<file path="src/rtl/secwin_pkg.sv">
package secwin_pkg;
    typedef enum logic [1:0] {
        SW_IDLE,
        SW_COLLECT,
        SW_LAUNCH,
        SW_WAIT_ACK
    } secwin_state_e;
endpackage

</file>
<file path="src/rtl/secwin_timer.sv">
// Down-counter for the acceptance window; reloads on every accepted command.
module secwin_timer #(
    parameter int unsigned TICKS = 8
) (
    input  logic clk,
    input  logic rst_n,
    input  logic load,
    input  logic run,
    output logic expired
);
    localparam int unsigned CW = (TICKS > 1) ? $clog2(TICKS) : 1;

    logic [CW-1:0] cnt;

    always_ff @(posedge clk or negedge rst_n) begin
        if (!rst_n) begin
            cnt <= '0;
        end else if (load) begin
            cnt <= CW'(TICKS - 1);
        end else if (run && (cnt != '0)) begin
            cnt <= cnt - 1'b1;
        end
    end

    assign expired = (cnt == '0);
endmodule

</file>
<file path="src/rtl/secwin_map.sv">
// Sector bitmap: one flop per sector, set by index, cleared as a whole.
module secwin_map #(
    parameter int unsigned NSECT = 19,
    parameter int unsigned IW    = 5
) (
    input  logic             clk,
    input  logic             rst_n,
    input  logic             set_en,
    input  logic [IW-1:0]    set_idx,
    input  logic             clr,
    output logic [NSECT-1:0] map
);
    for (genvar g = 0; g < NSECT; g++) begin : g_bit
        always_ff @(posedge clk or negedge rst_n) begin
            if (!rst_n) begin
                map[g] <= 1'b0;
            end else if (clr) begin
                map[g] <= 1'b0;
            end else if (set_en && (set_idx == IW'(g))) begin
                map[g] <= 1'b1;
            end
        end
    end
endmodule

</file>
<file path="src/rtl/sector_erase_window.sv">
module sector_erase_window
    import secwin_pkg::*;
#(
    parameter  int unsigned CLK_MHZ   = 250,
    parameter  int unsigned WINDOW_US = 50,
    parameter  int unsigned NSECT     = 19,
    localparam int unsigned IW        = (NSECT > 1) ? $clog2(NSECT) : 1,
    localparam int unsigned WIN       = CLK_MHZ * WINDOW_US
) (
    input  logic             clk,
    input  logic             rst_n,
    input  logic             cmd_sect_erase,
    input  logic             cmd_suspend,
    input  logic             cmd_other,
    input  logic [IW-1:0]    sect_idx,
    input  logic             erase_ack,
    output logic [NSECT-1:0] sector_map,
    output logic             erase_start,
    output logic             erase_busy
);
    secwin_state_e state, state_nx;

    logic idx_ok, accept, abort;
    logic tmr_load, tmr_run, tmr_expired;
    logic map_set, map_clr;

    assign idx_ok = ({1'b0, sect_idx} < (IW + 1)'(NSECT));
    assign accept = cmd_sect_erase && idx_ok;
    // A suspend strobe masks a foreign strobe in the same cycle.
    assign abort  = cmd_other && !cmd_suspend && !cmd_sect_erase;

    always_ff @(posedge clk or negedge rst_n) begin
        if (!rst_n) begin
            state <= SW_IDLE;
        end else begin
            state <= state_nx;
        end
    end

    always_comb begin
        state_nx = state;
        unique case (state)
            SW_IDLE:     if (accept) state_nx = SW_COLLECT;
            SW_COLLECT: begin
                if (accept)           state_nx = SW_COLLECT;
                else if (abort)       state_nx = SW_IDLE;
                else if (tmr_expired) state_nx = SW_LAUNCH;
            end
            SW_LAUNCH:   state_nx = erase_ack ? SW_IDLE : SW_WAIT_ACK;
            SW_WAIT_ACK: if (erase_ack) state_nx = SW_IDLE;
            default:     state_nx = SW_IDLE;
        endcase
    end

    always_comb begin
        tmr_load    = 1'b0;
        tmr_run     = 1'b0;
        map_set     = 1'b0;
        map_clr     = 1'b0;
        erase_start = 1'b0;
        erase_busy  = 1'b0;
        unique case (state)
            SW_IDLE: begin
                map_set  = accept;
                tmr_load = accept;
            end
            SW_COLLECT: begin
                map_set  = accept;
                tmr_load = accept;
                tmr_run  = 1'b1;
                map_clr  = !accept && abort;
            end
            SW_LAUNCH: begin
                erase_start = 1'b1;
                erase_busy  = 1'b1;
                map_clr     = erase_ack;
            end
            SW_WAIT_ACK: begin
                erase_busy = 1'b1;
                map_clr    = erase_ack;
            end
            default: ;
        endcase
    end

    secwin_timer #(.TICKS(WIN)) u_timer (
        .clk     (clk),
        .rst_n   (rst_n),
        .load    (tmr_load),
        .run     (tmr_run),
        .expired (tmr_expired)
    );

    secwin_map #(.NSECT(NSECT), .IW(IW)) u_map (
        .clk     (clk),
        .rst_n   (rst_n),
        .set_en  (map_set),
        .set_idx (sect_idx),
        .clr     (map_clr),
        .map     (sector_map)
    );
endmodule

</file>
<file path="config.mk">
export PLATFORM = sky130hd
export DESIGN_NAME = sector_erase_window
export DESIGN_NICKNAME = d
export VERILOG_FILES = /design/src/rtl/secwin_pkg.sv /design/src/rtl/secwin_timer.sv /design/src/rtl/secwin_map.sv /design/src/rtl/sector_erase_window.sv
export SDC_FILE = /design/constraint.sdc
export NUM_CORES = 1
export LEC_CHECK = 0
export BUFFER_PORTS_ARGS = -buffer_cell sky130_fd_sc_hd__clkbuf_2
export CAP_MARGIN = 10
export CORE_MARGIN = 5
export CORE_UTILIZATION = 36
export DETAILED_ROUTE_END_ITERATION = 10
export GPL_TIMING_DRIVEN = 0
export HOLD_SLACK_MARGIN = 0.08
export SYNTH_ARGS = -nofsm -noshare
export SYNTH_HDL_FRONTEND = slang
export SYNTH_SLANG_ARGS = --single-unit
</file>
<file path="constraint.sdc">
create_clock -name clk -period 1.7 [get_ports clk]
set_input_delay 0.255 -clock clk [delete_from_list [all_inputs] [get_ports clk]]
set_output_delay 0.255 -clock clk [all_outputs]
set_load 0.02 [all_outputs]
</file>
==> results of run 1 <==
-- state kept, by name (all words and copies together), names as in the netlist --
register / flops
state: 2
u_map.map: 19
u_timer.cnt: 14
-- logic make-up (layout without fill, tap and decap cells) --
group                      Yosys count  in the layout  synth area share [%]
AOI/OAI and AO/OA                   40             40                  14.2
muxes                                5              5                  2.94
and+or+nand+nor                     80             81                  26.5
buffers and inverters               14             61                  3.52
adders and majority gates            2              2                  1.47
DFF                                 35             35                  51.4
-- critical path: cells and delay by family, from the launching register on --
family / cells / cell delay, ns
AND/OR/NAND/NOR: 4 / 1.18
buffers and inverters: 1 / 0.17
flip-flops: 1 / 0.39
-- area by class of cell --
class | count | area [um2]
Inverter | 5 | 18.8
Clock inverter | 3 | 20.0
Clock buffer | 5 | 68.8
Buffer | 8 | 62.6
Fill cell | 408 | 2330
Timing Repair Buffer | 40 | 243
Multi-Input combinational cell | 128 | 970
Tap cell | 54 | 67.6
Sequential cell | 35 | 876
-- power by group through the flow --
stage	sequential [uW]	clock [uW]	combinational, uW
finish	1070	608	644
floorplan	1090	0	275
detailed placement	1040	0	488
global placement	1040	0	479
global route	1080	660	715
CTS	1050	622	570
-- metrics by stage --
step / TNS, ns / hold slack [ns] / util [%]
after global placement: -5.59 / 0.423 / 41.6
after detailed placement: -5.64 / 0.419 / 41.6
final: -0.819 / 0.0731 / 49.9
after floorplan: -0.0581 / -0.0406 / -
after global routing: -1.83 / 0.150 / 49.9
after CTS: -0.646 / 0.100 / 48.1
-- metal layers --
layer | wire, um | GRT usage (%)
met3 | 148 | 3.51
met1 | 2100 | 21.2
met4 | 14 | 4.55
met2 | 2320 | 25.2
met5 | 0 | 0
-- what timing repair did --
action,CTS,global route
gates cloned,2,0
buffers inserted,6,3
endpoints found under the setup margin,32,32
pin swaps,7,5
gates resized for setup,28,23
-- worst paths after layout --
check / cells after the start / to / slack [ns]
max in group asynchronous: 1 / u_timer.cnt[7] / 1.07
min reg2reg: 2 / u_map.map[11] / 0.50
max: 5 / u_timer.cnt[13] / -0.12
max reg2reg: 5 / u_timer.cnt[13] / -0.12
min: 1 / u_timer.cnt[0] / 0.07
min in group clk: 2 / state[1] / 0.18
-- synth_stat cells, drive strengths merged, types with 7 or more instances --
library cell / instances / share of area, %
a21oi: 19 / 5.6
dfrtp: 35 / 51
nand2: 8 / 1.8
nor2: 27 / 5.9
or4: 7 / 3.1
==> impl_metrics.json, run 1 <==
{
  "status": "finished, violations left",
  "violations": "negative setup slack",
  "num_rows": 25,
  "period_share_pct": 107,
  "cpPeakStageDelay_ns": 0.48,
  "synth_edf_count": 0,
  "syn_area_um2": 1700,
  "dp_cells": 260,
  "critPathSlowestCell": "or4_1",
  "grt_pass1_wl_um": 7740,
  "cts.reportedPaths.clkPinSlew_ns": 0.08,
  "crit_arrival_ns": 2.04,
  "grt_overflow": 0,
  "worstPathRequired_ns": 1.92,
  "power.leakage_uw": 0.00102,
  "pwr-share-seq_pct": 46.1,
  "clkPwrFrac_pct": 26.2,
  "synth_cell_types": 36,
  "gp_congestion": 0.779,
  "p_total_uw": 2320,
  "crit_path_end_kind": "flop",
  "combPwrFrac_pct": 27.8,
  "seq_area_frac_synth_pct": 51.4,
  "fmax_ghz": 0.549,
  "fp.dieW_um": 78.8,
  "path_class": "reg2reg",
  "core_area_um2": 4660,
  "cts_tree": "built",
  "nets": 236,
  "clock_skew_ns": 0.00581,
  "firstDrtPassIters": 4,
  "drtAntennaViolNets": 0,
  "fin_cells": 278,
  "layout_common_cells": "35 x dfrtp_1, 32 x clkbuf_2, 26 x nor2_1, 17 x a21oi_1, 9 x buf_4",
  "cp-start-kind": "flop",
  "ctsHoldBuffers": 0,
  "power.net_switching_uw": 823,
  "worst_pin_slew_ns": 0.876,
  "cts-root-buf": "clkbuf_8",
  "first_global_vias": 1530,
  "yosys_register_bits": 35,
  "rsz0062_at_grt": "true",
  "post_dp_cell_area_um2": 1940,
  "grt_max_degree": 36,
  "cts_buffers": 5,
  "drive_above_1_share_pct": 35.7,
  "via_count": 1537,
  "cap_violations": 0,
  "clk-insertion-delay-late_ns": 0.29,
  "htreeDepth": 2,
  "finalSetupViolations": 11,
  "cp_max_fo": 9,
  "hold_class": "in2async",
  "layout_commonest_cell": "dfrtp_1",
  "port-buffer-count": 30,
  "p_sw_share_pct": 35.5,
  "power.density_nw_per_um2": 998,
  "grt.total_usage_pct": 15.7,
  "peakVddDrop_mv": 0.539,
  "dieHeight_um": 78.8,
  "dp_hpwl_um": 2900,
  "cts.path.max_buffers": 2,
  "area_delta_synth_final_pct": 36.5,
  "cp-startpoint": "state[1]",
  "num_io_pins": 32,
  "ys.flop_type": "dfrtp_1",
  "drv_slew": 0,
  "ys_warn_count": 0,
  "r2r_start": "state[1]",
  "dieArea_um2": 6210,
  "wirelength_um": 4590,
  "internal-power_uw": 1500,
  "antenna_found_initial": 0,
  "drc": 0,
  "cp_common_cell": "or4_1",
  "fin_area_um2": 2330,
  "crit_chain": "nand2b_4 -> or4_1 -> buf_6 -> or4_1 -> nand3_1",
  "syn_area_per_cell_um2": 9.68,
  "drt_iter0_drc": 77,
  "synthArstFlopShare_pct": 100,
  "slew-limit-headroom_pct": 41.6,
  "n_antenna_cell": 0,
  "viasPerCell": 5.53,
  "syn_inst": 176,
  "fin_crit_ns": 1.82,
  "syn-num-nets": 189,
  "pre_cts_slack_ns": -0.327,
  "timing.final.hold_violations": 0,
  "cts_sinks": 35,
  "start_util_pct": 36.6,
  "setup_ws_ns": -0.121,
  "wl_per_cell_um": 16.5
}
Note: power is estimated with default switching activity, not from simulation.
==> inputs of run 2 (changes only) <==
--- a/config.mk
+++ b/config.mk
@@ -10,8 +10,8 @@
 export CORE_MARGIN = 5
 export CORE_UTILIZATION = 36
 export DETAILED_ROUTE_END_ITERATION = 10
-export GPL_TIMING_DRIVEN = 0
 export HOLD_SLACK_MARGIN = 0.08
+export PLACE_DENSITY = 0.69
 export SYNTH_ARGS = -nofsm -noshare
 export SYNTH_HDL_FRONTEND = slang
 export SYNTH_SLANG_ARGS = --single-unit
==> impl_metrics.json, run 2 (synthesis gave the netlist of run 1 again) <==
{
  "status": "finished, violations left",
  "violations": "negative setup slack",
  "cts_buffers": 5,
  "antenna_found_initial": 0,
  "period_share_pct": 108,
  "setup_ws_ns": -0.136,
  "start_util_pct": 36.6,
  "rsz0062_at_grt": "true",
  "layout_commonest_cell": "dfrtp_1",
  "critPathSlowestCell": "or4_4",
  "core_area_um2": 4660,
  "clk-insertion-delay-late_ns": 0.29,
  "grt.total_usage_pct": 14.9,
  "finalSetupViolations": 11,
  "fill_cells": 422,
  "area_delta_synth_final_pct": 36.0,
  "cts_tree": "built",
  "cts.path.max_buffers": 2,
  "crit_chain": "inv_2 -> ha_4 -> nor4b_4 -> and4b_2 -> buf_12 -> or4_4 -> a21oi_2",
  "grt_pass1_wl_um": 7320,
  "regMostFlops": "u_map.map",
  "dp_hpwl_um": 2870,
  "peakVddDrop_mv": 0.671,
  "cts-root-buf": "clkbuf_8",
  "utilization_pct": 49.7,
  "slew-limit-headroom_pct": 68.7,
  "fmax_ghz": 0.545,
  "grt_overflow": 0,
  "power.leakage_uw": 0.00106,
  "first_global_vias": 1559,
  "worst_pin_slew_ns": 0.470,
  "post_dp_cell_area_um2": 2070,
  "crit_arrival_ns": 2.06,
  "nets": 246,
  "clock_skew_ns": 0.00896,
  "num_io_pins": 32,
  "crit_path_end_kind": "flop",
  "ff2ff_setup_slack_ns": -0.14,
  "layout_common_cells": "35 x dfrtp_1, 31 x clkbuf_2, 27 x nor2_1, 26 x buf_4, 18 x a21oi_1",
  "fin_crit_ns": 1.84,
  "via_count": 1526,
  "n_antenna_cell": 0,
  "hold_class": "in2reg",
  "cts_sinks": 35,
  "viasPerCell": 5.30,
  "path_class": "reg2reg",
  "multi_input_area_um2": 882,
  "drive_above_1_share_pct": 36.8,
  "power.density_nw_per_um2": 1000,
  "cp_max_fo": 8,
  "timing.final.hold_violations": 0,
  "drt_iter0_drc": 67,
  "gp_congestion": 0.876,
  "drv_slew": 0,
  "drtAntennaViolNets": 0,
  "fp.dieW_um": 78.8,
  "largest_reg_flops": 19,
  "num_rows": 25,
  "fin_area_um2": 2320,
  "grt_max_degree": 36,
  "drc": 0,
  "seqCellArea_um2": 876,
  "top_regs": "u_map.map (19), u_timer.cnt (14), state (2)",
  "wl_per_cell_um": 14.8,
  "worstPathRequired_ns": 1.92,
  "htreeDepth": 2,
  "cpPeakStageDelay_ns": 0.50,
  "port-buffer-count": 31,
  "cp-start-kind": "flop",
  "dieHeight_um": 78.8,
  "cts.reportedPaths.clkPinSlew_ns": 0.08,
  "cap_violations": 0,
  "hold_ws_ns": 0.186,
  "dieArea_um2": 6210,
  "wirelength_um": 4270,
  "firstDrtPassIters": 4
}
==> run 2: cell types whose count changed in the layout (fill, tap and decap cells not counted), sizes merged <==
cell,previous run,this run
dlygate4sd3,0,1
clkbuf,41,36
clkinvlp,2,1
clkinv,1,2
and4b,4,3
buf,12,27
==> run 2: path summary, 6_finish.rpt <==
| kind | start | endpoint | cells past startpoint |
|---|---|---|---|
| max reg2reg | u_timer.cnt[1] | u_timer.cnt[9] | 7 |
| max | u_timer.cnt[1] | u_timer.cnt[9] | 7 |
| max in group asynchronous | rst_n | state[0] | 3 |
| min | erase_ack | state[0] | 2 |
| min reg2reg | u_map.map[3] | u_map.map[3] | 2 |
| min in group asynchronous | rst_n | u_timer.cnt[12] | 3 |
==> run 2: stage by stage <==
stage               instances  setup TNS [ns]  total power, uW  setup WS [ns]
floorplan                 176         -0.0581             1360        -0.0177
global placement          273          -0.432             1560         -0.112
detailed placement        273          -0.731             1570         -0.174
CTS                       288          -0.654             2300         -0.110
global route              288           -1.77             2480         -0.198
finish                    288          -0.938             2330         -0.136
==> run 2: area by class of cell <==
type | count | area share [%]
Tap cell | 54 | 2.91
Clock inverter | 3 | 1.08
Multi-Input combinational cell | 127 | 38.0
Inverter | 5 | 0.809
Sequential cell | 35 | 37.8
Timing Repair Buffer | 59 | 16.4
Clock buffer | 5 | 2.97
==> run 2: what timing repair did <==
action / in CTS / in global routing
pin swaps: 10 / 2
gates cloned: 0 / 0
setup buffers: 6 / 0
endpoints found under the hold margin: 35 / 0
hold buffers: 1 / 0
endpoints found under the setup margin: 11 / 19
gates resized for setup: 14 / 9
==> run 2: per-layer routing <==
layer,GRT usage (%),share of wire [%]
met2,22.9,48
met3,4.54,4.7
met5,0,0
met4,4.72,0.96
met1,20.1,46
==> run 2: power breakdown <==
part           total [uW]  switching, uW  leakage, uW  internal (uW)
Combinational         658            365     0.000568            293
Clock                 627            334    0.0000443            293
Sequential           1040           99.9     0.000444            941
==> run 2: worst max-delay path, delay by kind of cell (launching register included) <==
family,cells,cell delay (ns)
adders and majority gates,1,0.15
DFF,1,0.38
AOI/OAI and AO/OA,1,0.14
and+or+nand+nor,3,0.89
buffers and inverters,2,0.20
